<file path="config.mk">
export PLATFORM = sky130hd
export DESIGN_NAME = vram_write_window
export DESIGN_NICKNAME = d
export VERILOG_FILES = /design/src/rtl/vwt_pkg.sv /design/src/rtl/vwt_gap_timer.sv /design/src/rtl/vwt_control.sv /design/src/rtl/vwt_datapath.sv /design/src/rtl/vram_write_window.sv
export SDC_FILE = /design/constraint.sdc
export NUM_CORES = 1
export LEC_CHECK = 0
export BUFFER_PORTS_ARGS = -buffer_cell sky130_fd_sc_hd__clkbuf_2
export CORE_ASPECT_RATIO = 1.5
export CORE_MARGIN = 2
export CORE_UTILIZATION = 47
export CTS_CLUSTER_SIZE = 16
export DETAILED_ROUTE_END_ITERATION = 7
export PLACE_DENSITY = 0.78
export SETUP_SLACK_MARGIN = 0.4
export SLEW_MARGIN = 20
export SYNTH_ARGS = -nofsm -noshare
export SYNTH_HDL_FRONTEND = slang
export SYNTH_SLANG_ARGS = --single-unit
</file>
<file path="constraint.sdc">
create_clock -name clk -period 3.8 [get_ports clk]
set_clock_uncertainty 0.15 [all_clocks]
set_input_delay 0.57 -clock clk [delete_from_list [all_inputs] [get_ports clk]]
set_output_delay 0.57 -clock clk [all_outputs]
set_load 0.02 [all_outputs]
</file>
<file path="src/rtl/vwt_pkg.sv">
package vwt_pkg;

  typedef enum logic [1:0] {
    GAP_CLOSE = 2'd0,
    GAP_WIDE  = 2'd1,
    GAP_LONG  = 2'd2
  } gapClass_t;

  typedef enum logic [1:0] {
    MODE_TEXT = 2'b00,
    MODE_GFX1 = 2'b01,
    MODE_GFX2 = 2'b10,
    MODE_GFX3 = 2'b11
  } dispMode_t;

  typedef struct packed {
    logic commit;
    logic drop;
  } wrStrobes_t;

endpackage

</file>
<file path="src/rtl/vwt_gap_timer.sv">
module vwt_gap_timer
  import vwt_pkg::*;
#(
  parameter int CLOSE_MAX = 18,
  parameter int WIDE_MAX  = 24
) (
  input  logic      clk,
  input  logic      rst_n,
  input  logic      wrStrobe,
  output gapClass_t gapClass
);
  localparam int GAP_CAP = WIDE_MAX + 1;
  localparam int GAP_W   = $clog2(GAP_CAP + 1);

  logic [GAP_W-1:0] gapCnt;

  // counts edges since the last strobe; saturates to mean "no recent write"
  always_ff @(posedge clk) begin
    if (!rst_n) begin
      gapCnt <= GAP_W'(GAP_CAP);
    end else if (wrStrobe) begin
      gapCnt <= GAP_W'(1);
    end else if (gapCnt != GAP_W'(GAP_CAP)) begin
      gapCnt <= gapCnt + GAP_W'(1);
    end
  end

  always_comb begin
    if (gapCnt > GAP_W'(WIDE_MAX))       gapClass = GAP_LONG;
    else if (gapCnt > GAP_W'(CLOSE_MAX)) gapClass = GAP_WIDE;
    else                                  gapClass = GAP_CLOSE;
  end

  p_gap_bounded_r10: assert property (@(posedge clk) disable iff (!rst_n)
    gapCnt >= GAP_W'(1) && gapCnt <= GAP_W'(GAP_CAP));

  // every strobe, committed or dropped, restarts the spacing
  p_gap_restart_r9: assert property (@(posedge clk) disable iff (!rst_n)
    wrStrobe |=> gapClass == GAP_CLOSE);

endmodule

</file>
<file path="src/rtl/vwt_control.sv">
module vwt_control
  import vwt_pkg::*;
#(
  parameter int CYC_W      = 17,
  parameter int PAL_CLOSE  = 27130,
  parameter int PAL_WIDE   = 27143,
  parameter int NTSC_CLOSE = 15503,
  parameter int NTSC_WIDE  = 15517
) (
  input  logic             clk,
  input  logic             rst_n,
  input  logic [CYC_W-1:0] frameCycle,
  input  logic [1:0]       modeSel,
  input  logic             ntscSel,
  input  logic             wrStrobe,
  input  gapClass_t        gapClass,
  output wrStrobes_t       strb
);
  localparam logic [CYC_W-1:0] B_PAL_CLOSE  = CYC_W'(PAL_CLOSE);
  localparam logic [CYC_W-1:0] B_PAL_WIDE   = CYC_W'(PAL_WIDE);
  localparam logic [CYC_W-1:0] B_NTSC_CLOSE = CYC_W'(NTSC_CLOSE);
  localparam logic [CYC_W-1:0] B_NTSC_WIDE  = CYC_W'(NTSC_WIDE);

  logic [CYC_W-1:0] failFrom;
  logic             textMode;
  logic             safeWrite;

  always_comb begin
    unique case ({ntscSel, gapClass == GAP_WIDE})
      2'b00:   failFrom = B_PAL_CLOSE;
      2'b01:   failFrom = B_PAL_WIDE;
      2'b10:   failFrom = B_NTSC_CLOSE;
      default: failFrom = B_NTSC_WIDE;
    endcase
  end

  assign textMode  = (dispMode_t'(modeSel) == MODE_TEXT);
  assign safeWrite = textMode || (gapClass == GAP_LONG) || (frameCycle < failFrom);

  assign strb.commit = wrStrobe & safeWrite;
  assign strb.drop   = wrStrobe & ~safeWrite;

  p_single_outcome_r2: assert property (@(posedge clk) disable iff (!rst_n)
    $onehot0({strb.commit, strb.drop}) && ((strb.commit | strb.drop) == wrStrobe));

endmodule

</file>
<file path="src/rtl/vwt_datapath.sv">
module vwt_datapath
  import vwt_pkg::*;
#(
  parameter int DATA_W = 8
) (
  input  logic              clk,
  input  logic              rst_n,
  input  wrStrobes_t        strb,
  input  logic [DATA_W-1:0] wrData,
  output logic              wrCommit,
  output logic              wrDrop,
  output logic [DATA_W-1:0] vramData
);

  always_ff @(posedge clk) begin
    if (!rst_n) begin
      wrCommit <= 1'b0;
      wrDrop   <= 1'b0;
      vramData <= '0;
    end else begin
      wrCommit <= strb.commit;
      wrDrop   <= strb.drop;
      if (strb.commit) vramData <= wrData;
    end
  end

  p_drop_keeps_r8: assert property (@(posedge clk) disable iff (!rst_n)
    wrDrop |-> $stable(vramData));

  p_commit_data_r8: assert property (@(posedge clk) disable iff (!rst_n)
    wrCommit |-> vramData == $past(wrData));

endmodule

</file>
<file path="src/rtl/vram_write_window.sv">
module vram_write_window
  import vwt_pkg::*;
#(
  parameter int CYC_W      = 17,
  parameter int DATA_W     = 8,
  parameter int CLOSE_MAX  = 18,
  parameter int WIDE_MAX   = 24,
  parameter int PAL_CLOSE  = 27130,
  parameter int PAL_WIDE   = 27143,
  parameter int NTSC_CLOSE = 15503,
  parameter int NTSC_WIDE  = 15517
) (
  input  logic              clk,
  input  logic              rst_n,
  input  logic [CYC_W-1:0]  frameCycle,
  input  logic [1:0]        modeSel,
  input  logic              ntscSel,
  input  logic              wrStrobe,
  input  logic [DATA_W-1:0] wrData,
  output logic              wrCommit,
  output logic              wrDrop,
  output logic [DATA_W-1:0] vramData
);
  gapClass_t  gapClass;
  wrStrobes_t strb;

  vwt_gap_timer #(.CLOSE_MAX(CLOSE_MAX), .WIDE_MAX(WIDE_MAX)) u_gap (
    .clk(clk), .rst_n(rst_n), .wrStrobe(wrStrobe), .gapClass(gapClass)
  );

  vwt_control #(
    .CYC_W(CYC_W), .PAL_CLOSE(PAL_CLOSE), .PAL_WIDE(PAL_WIDE),
    .NTSC_CLOSE(NTSC_CLOSE), .NTSC_WIDE(NTSC_WIDE)
  ) u_ctrl (
    .clk(clk), .rst_n(rst_n), .frameCycle(frameCycle), .modeSel(modeSel),
    .ntscSel(ntscSel), .wrStrobe(wrStrobe), .gapClass(gapClass), .strb(strb)
  );

  vwt_datapath #(.DATA_W(DATA_W)) u_dp (
    .clk(clk), .rst_n(rst_n), .strb(strb), .wrData(wrData),
    .wrCommit(wrCommit), .wrDrop(wrDrop), .vramData(vramData)
  );

  p_quiet_r2: assert property (@(posedge clk) disable iff (!rst_n)
    !wrStrobe |=> !wrCommit && !wrDrop);

  p_text_always_r3: assert property (@(posedge clk) disable iff (!rst_n)
    (wrStrobe && modeSel == 2'b00) |=> wrCommit);

  p_pal_early_r4: assert property (@(posedge clk) disable iff (!rst_n)
    (wrStrobe && !ntscSel && frameCycle < CYC_W'(PAL_CLOSE)) |=> wrCommit);

  p_isolated_write_r7: assert property (@(posedge clk) disable iff (!rst_n)
    (wrStrobe && gapClass == GAP_LONG) |=> wrCommit);

endmodule

</file>
# Word level (Yosys, flattened, before mapping)
# Cells that the tools add are included.
[totals]
ff_bits = 15
inputBits = 31
[op_classes]
n_addsub = 1
magnitude_cmp = 3
eq_ne = 5
muxes = 5
bitwise_logic = 4
reduce_logical = 6
[op_table]
columns = ["operator", "n"]
rows = [
  ["15-bit one-hot mux with 3 select lines", 1],
  ["17-bit by 15-bit less-than comparator with 1-bit output", 1],
  ["5-bit > comparator, second input constant", 2],
  ["5-bit 2-to-1 mux", 2],
  ["5-bit by 1-bit adder with 5-bit output, second input constant", 1],
  ["5-bit inequality test, second input constant", 1],
  ["2-bit by 1-bit equality test with 1-bit output, second input constant", 2],
  ["2-bit equality test, second input constant", 2],
  ["2-bit logical NOT", 2],
  ["1-bit AND", 2],
  ["1-bit logical OR", 2],
  ["2-bit 2-to-1 mux", 1],
  ["1-bit NOT", 2],
  ["2-bit nonzero test", 1],
  ["2-bit OR reduction", 1],
  ["1-bit 2-to-1 mux", 1],
]

# Longest topological paths before layout
[depth]
ltp_word = 10
ltp_mapped = 15
mapped_depth_nobuf = 15

# By module
# Synthesis repeated with hierarchy kept, for this count alone.
[hier_totals]
cells_unflattened = 107
area_unflattened_um2 = 1064.8
[by_module_without_submodules]
columns = ["module", "n_inst", "cells_per_inst", "area_per_inst_um2", "seq_area_each_um2"]
rows = [
  ["vwt_control", 1, 49, 410.4, 0.0],
  ["vwt_datapath", 1, 29, 355.3, 200.2],
  ["vwt_gap_timer", 1, 29, 299.0, 100.1],
]

# Least setup slack after synthesis
# Ideal clock, no wire load.
[synth_path]
kind = "reg-to-reg"
startpoint = "reg u_gap.gapCnt[1]"
endpoint = "reg u_dp.vramData[0]"
arrival_time_ps = 2595
required_time_ps = 3578
slack_ps = 983
stages_incl_launch_ff = 14
period_less_slack_ps = 2817
cell_sequence = "dfxtp_1 ha_1 inv_1 a21oi_1 nor2_1 o21ai_0 inv_1 ha_1 ha_1 o211ai_1 a211o_1 a21o_1 a32oi_4 mux2i_1"
[synth_via]
elab_chain_cells = 9
[synth_lines]
columns = ["element", "line", "rtl"]
rows = [
  ["from (decl)", "vwt_gap_timer.sv:15", "logic [GAP_W-1:0] gapCnt;"],
  ["from (signal assigned)", "vwt_gap_timer.sv:20", "gapCnt <= GAP_W'(GAP_CAP);"],
  ["from (signal assigned)", "vwt_gap_timer.sv:24", "gapCnt <= gapCnt + GAP_W'(1);"],
  ["5-bit > comparator", "vwt_gap_timer.sv:30", "else if (gapCnt > GAP_W'(CLOSE_MAX)) gapClass = GAP_WIDE;"],
  ["1-bit 2-to-1 mux", "vwt_gap_timer.sv:30", ""],
  ["2-bit 2-to-1 mux (*)", "vwt_gap_timer.sv:29", "if (gapCnt > GAP_W'(WIDE_MAX)) gapClass = GAP_LONG;"],
  ["2-bit by 1-bit equality test with 1-bit output", "vwt_control.sv:29", "unique case ({ntscSel, gapClass == GAP_WIDE})"],
  ["2-bit equality test, or another cell as far along", "vwt_control.sv:29", ""],
  ["15-bit one-hot mux with 3 select lines", "vwt_control.sv:29", ""],
  ["17-bit by 15-bit less-than comparator with 1-bit output", "vwt_control.sv:38", "assign safeWrite = textMode || (gapClass == GAP_LONG) || (frameCycle < failFrom);"],
  ["1-bit logical OR (*)", "vwt_control.sv:38", ""],
  ["1-bit AND (*)", "vwt_control.sv:40", "assign strb.commit = wrStrobe & safeWrite;"],
  ["to (signal assigned)", "vwt_datapath.sv:23", "if (strb.commit) vramData <= wrData;"],
  ["to (decl)", "vwt_datapath.sv:12", "output logic [DATA_W-1:0] vramData"],
]
# Mark *: on every way between the ends. The rest lies on a longest branch, timed or not.
# A chain may end at the register's enable or synchronous reset.

# Worst setup path in the final report
[layout_path]
startpoint = "reg u_gap.gapCnt[0]"
endpoint = "reg u_dp.vramData[0]"
# Same word-level chain as after synthesis.

==> flow_metrics.tcl <==
set metrics [dict create \
    power.switching_uw 122.0 \
    detail-route-antenna-nets 0 \
    drt_first_pass_iters 4 \
    clock_sinks 15 \
    timing.final.hold_violations 0 \
    synth_fp_nets 161 \
    design.portCount 41 \
    setup_total_negative_slack_ns 0 \
    placeableCoreArea_sq_mm 0.002027 \
    timing.fmax_ghz 0.3243 \
    worst_setup_path_start_kind "flop" \
    max-vdd-ir-drop_v 0.0002304 \
    grt_pass1_wl_mm 3.498 \
    layout_min_cycle_time_ns 3.084 \
    viasPerCell 5.360 \
    synth.distinct_cells 27 \
    synth-seq-cells 15 \
    worstMarginPinSlew_ns 0.3512 \
    worstHoldPathType "flop to flop" \
    n_antenna_cell 0 \
    power.sequential.fraction 0.463 \
    pwr-share-clk 0.228 \
    synth.yosys.warnings 0 \
    grt_util_all_layers 0.1764 \
    post-route-drc-count 0 \
    grt_max_degree 22 \
    timing.final.ws_setup_ns 0.7163 \
    drive_above_1_share 0.3077 \
    layout.nets 205 \
    initial_detailed_routing_violation_count 28 \
    synthCells 113 \
    post_synth_instance_area_sq_mm 0.001015 \
    numCtsBuffers 3 \
    dp_cells 172 \
    netSwitchingFraction 0.3144 \
    critical_path_class "flop to flop" \
    grt_pass1_vias 896 \
    slew_headroom 0.7658 \
    post_cts_hold_buffer_count 0 \
    clock_network_latency_to_the_later_pin_of_the_worst_skew_pair_ns 0.28 \
    dieArea_sq_mm 0.002554 \
    synth.largest_area_cell "sky130_fd_sc_hd__dfxtp_1" \
    timing.final.setup_violations 0 \
    grt_overflow 0 \
    routed_wirelength_mm 2.128 \
    critPathCaptureType "flop" \
    rsz0062_at_grt "no" \
    final_max_slew_viol_count 0 \
    route.detailed.wl_per_inst_um 11.96 \
    design_power_total_uw 388.0 \
    total_power_density_per_cell_area_mw_per_mm2 304.6 \
    place_hpwl_mm 1.765 \
    starting_density 0.5006 \
    layout.cell_area.non_filler_sq_mm 0.001274 \
    fin_hold_ws_ns 0.3116 \
    synth_seq_area_share 0.2959 \
    path_clk_slew_ns 0.08 \
    netlist_top_cells_area "sky130_fd_sc_hd__dfxtp_1 (30%), sky130_fd_sc_hd__ha_1 (21%), sky130_fd_sc_hd__mux2i_1 (7.9%)" \
    final_min_period_over_clock_period 0.8115 \
    p_leak_nw 0.6732 \
    finish.utilization 0.6284 \
    globalplace.congestion 0.8372 \
    chipWidth_um 41.94 \
    cellInternalPower_uw 266.0 \
    io_buffer_count 40 \
    portion_of_total_power_attributed_to_combinational_logic 0.309 \
    fraction_of_synthesized_cell_area_taken_by_the_top_area_cell_type 0.2959 \
    h-tree-depth 1 \
    area_growth_syn_to_layout_pct 25.52 \
    crit_path_max_fanout 6 \
    detailed_place.area_sq_mm 0.001231 \
    tritoncts "yes" \
    synthesis.area_per_instance_sq_um 8.980 \
    filler_cell_count 186 \
    critical_path_required_ns 3.86 \
    row_count 20 \
    cts_buffer_depth 2 \
    critPathArrivalTime_ns 3.15 \
    max_cap_viol_count 0 \
    final-instance-count-excl-fill 178 \
    vias 954 \
    run_status "finished clean" \
    root_buffer "sky130_fd_sc_hd__clkbuf_4" \
    grt_antenna_before_repair 0 \
    placement.setup.worst_slack_ns 0.6684 \
    die_h_um 60.91 \
]
synth_stat cells (all sizes together):
library cell / number
a2111oi: 1
a211o: 1
a21o: 4
a21oi: 3
a31oi: 5
a32oi: 1
and2: 1
and3: 1
clkbuf: 3
dfxtp: 15
ha: 17
inv: 9
mux2i: 8
nand2: 18
nand3: 2
nand4: 2
nand4b: 1
nand4bb: 1
nor2: 3
nor3: 1
nor4b: 1
o211ai: 1
o21ai: 5
o311ai: 1
or3: 2
xnor2: 2
xor2: 4
final cells by class:
type,count,area [sq um],area share
clock buffer,4,26.28,0.02063
inverter,9,33.78,0.02652
multi-input combinational,86,669.4,0.5255
sequential,15,301.5,0.2367
tap,22,27.53,0.02161
timing repair buffer,42,215.2,0.1690
worst paths after layout:
path                            startpoint                       endpoint  slack (ns)  cells past startpoint
max           u_gap.gapCnt[0]$_SDFFE_PP1N_  u_dp.vramData[0]$_SDFFE_PN0P_        0.72                     15
min          u_dp.vramData[4]$_SDFFE_PN0P_  u_dp.vramData[4]$_SDFFE_PN0P_        0.31                      2
max reg2reg   u_gap.gapCnt[0]$_SDFFE_PP1N_  u_dp.vramData[0]$_SDFFE_PN0P_        0.72                     15
min reg2reg  u_dp.vramData[4]$_SDFFE_PN0P_  u_dp.vramData[4]$_SDFFE_PN0P_        0.31                      2
worst max-delay path, stage by stage (launching register included):
cell	delay, ns
sky130_fd_sc_hd__dfxtp_1	0.36
sky130_fd_sc_hd__inv_1	0.11
sky130_fd_sc_hd__ha_1	0.15
sky130_fd_sc_hd__inv_1	0.04
sky130_fd_sc_hd__a21oi_1	0.13
sky130_fd_sc_hd__nor2_1	0.05
sky130_fd_sc_hd__o21ai_0	0.23
sky130_fd_sc_hd__inv_1	0.12
sky130_fd_sc_hd__ha_1	0.21
sky130_fd_sc_hd__ha_1	0.27
sky130_fd_sc_hd__o211ai_1	0.08
sky130_fd_sc_hd__a211o_1	0.27
sky130_fd_sc_hd__a21o_1	0.22
sky130_fd_sc_hd__a32oi_4	0.26
sky130_fd_sc_hd__buf_4	0.19
sky130_fd_sc_hd__mux2i_1	0.18
power by group through the flow:
stage               Clock [mW]  Combinational [mW]  Sequential, mW
finish                  0.0885               0.120           0.180
global route             0.101               0.135           0.181
CTS                     0.0926               0.117           0.180
detailed placement           0               0.116           0.183
global placement             0               0.112           0.183
floorplan                    0              0.0676           0.192
registers in the layout, summed over array words and instances (netlist names):
signal	flops
u_dp.wrDrop	1
u_dp.wrCommit	1
u_dp.vramData	8
u_gap.gapCnt	5
logic make-up after synthesis:
kind of cell,count (synthesis),synth area share
AND/OR/NAND/NOR,33,0.1591
adder cells (fa/ha/maj),17,0.2096
buffers and inverters,12,0.04439
flip-flops,15,0.2959
AO/OA/AOI/OAI,22,0.1603
multiplexers,8,0.07892
XOR/XNOR,6,0.05179
metal layers:
metal / wire length [um] / track usage / share of wire / vias to the layer above
met4: 53 / 0.1060 / 0.025 / 0
li1: - / - / - / 487
met2: 1078 / 0.3371 / 0.51 / 46
met5: 0 / 0 / 0 / -
met3: 147 / 0.01786 / 0.069 / 7
met1: 848 / 0.1861 / 0.40 / 414
layout by cell type, fill, tap and decap left out, types with 2 or more instances in the layout:
master                     synthesis  layout
sky130_fd_sc_hd__nor2_1            3       3
sky130_fd_sc_hd__inv_1             9       9
sky130_fd_sc_hd__a21o_1            4       4
sky130_fd_sc_hd__xnor2_1           2       2
sky130_fd_sc_hd__dfxtp_1          15      14
sky130_fd_sc_hd__mux2i_1           8       8
sky130_fd_sc_hd__nand2_1          18      18
sky130_fd_sc_hd__a31oi_1           5       5
sky130_fd_sc_hd__nand3_1           2       2
sky130_fd_sc_hd__buf_4             0       2
sky130_fd_sc_hd__or3_1             2       2
sky130_fd_sc_hd__nand4_1           2       2
sky130_fd_sc_hd__clkbuf_2          0      40
sky130_fd_sc_hd__xor2_1            4       4
sky130_fd_sc_hd__o21ai_0           5       5
sky130_fd_sc_hd__ha_1             17      17
sky130_fd_sc_hd__clkbuf_4          0       3
sky130_fd_sc_hd__a21oi_1           3       3
what timing repair did:
item                       4_1_cts  5_1_grt
buffers inserted                 0        2
setup endpoints to repair        0        3
gates resized for setup          0        1
(Power assumes the default switching activity.)
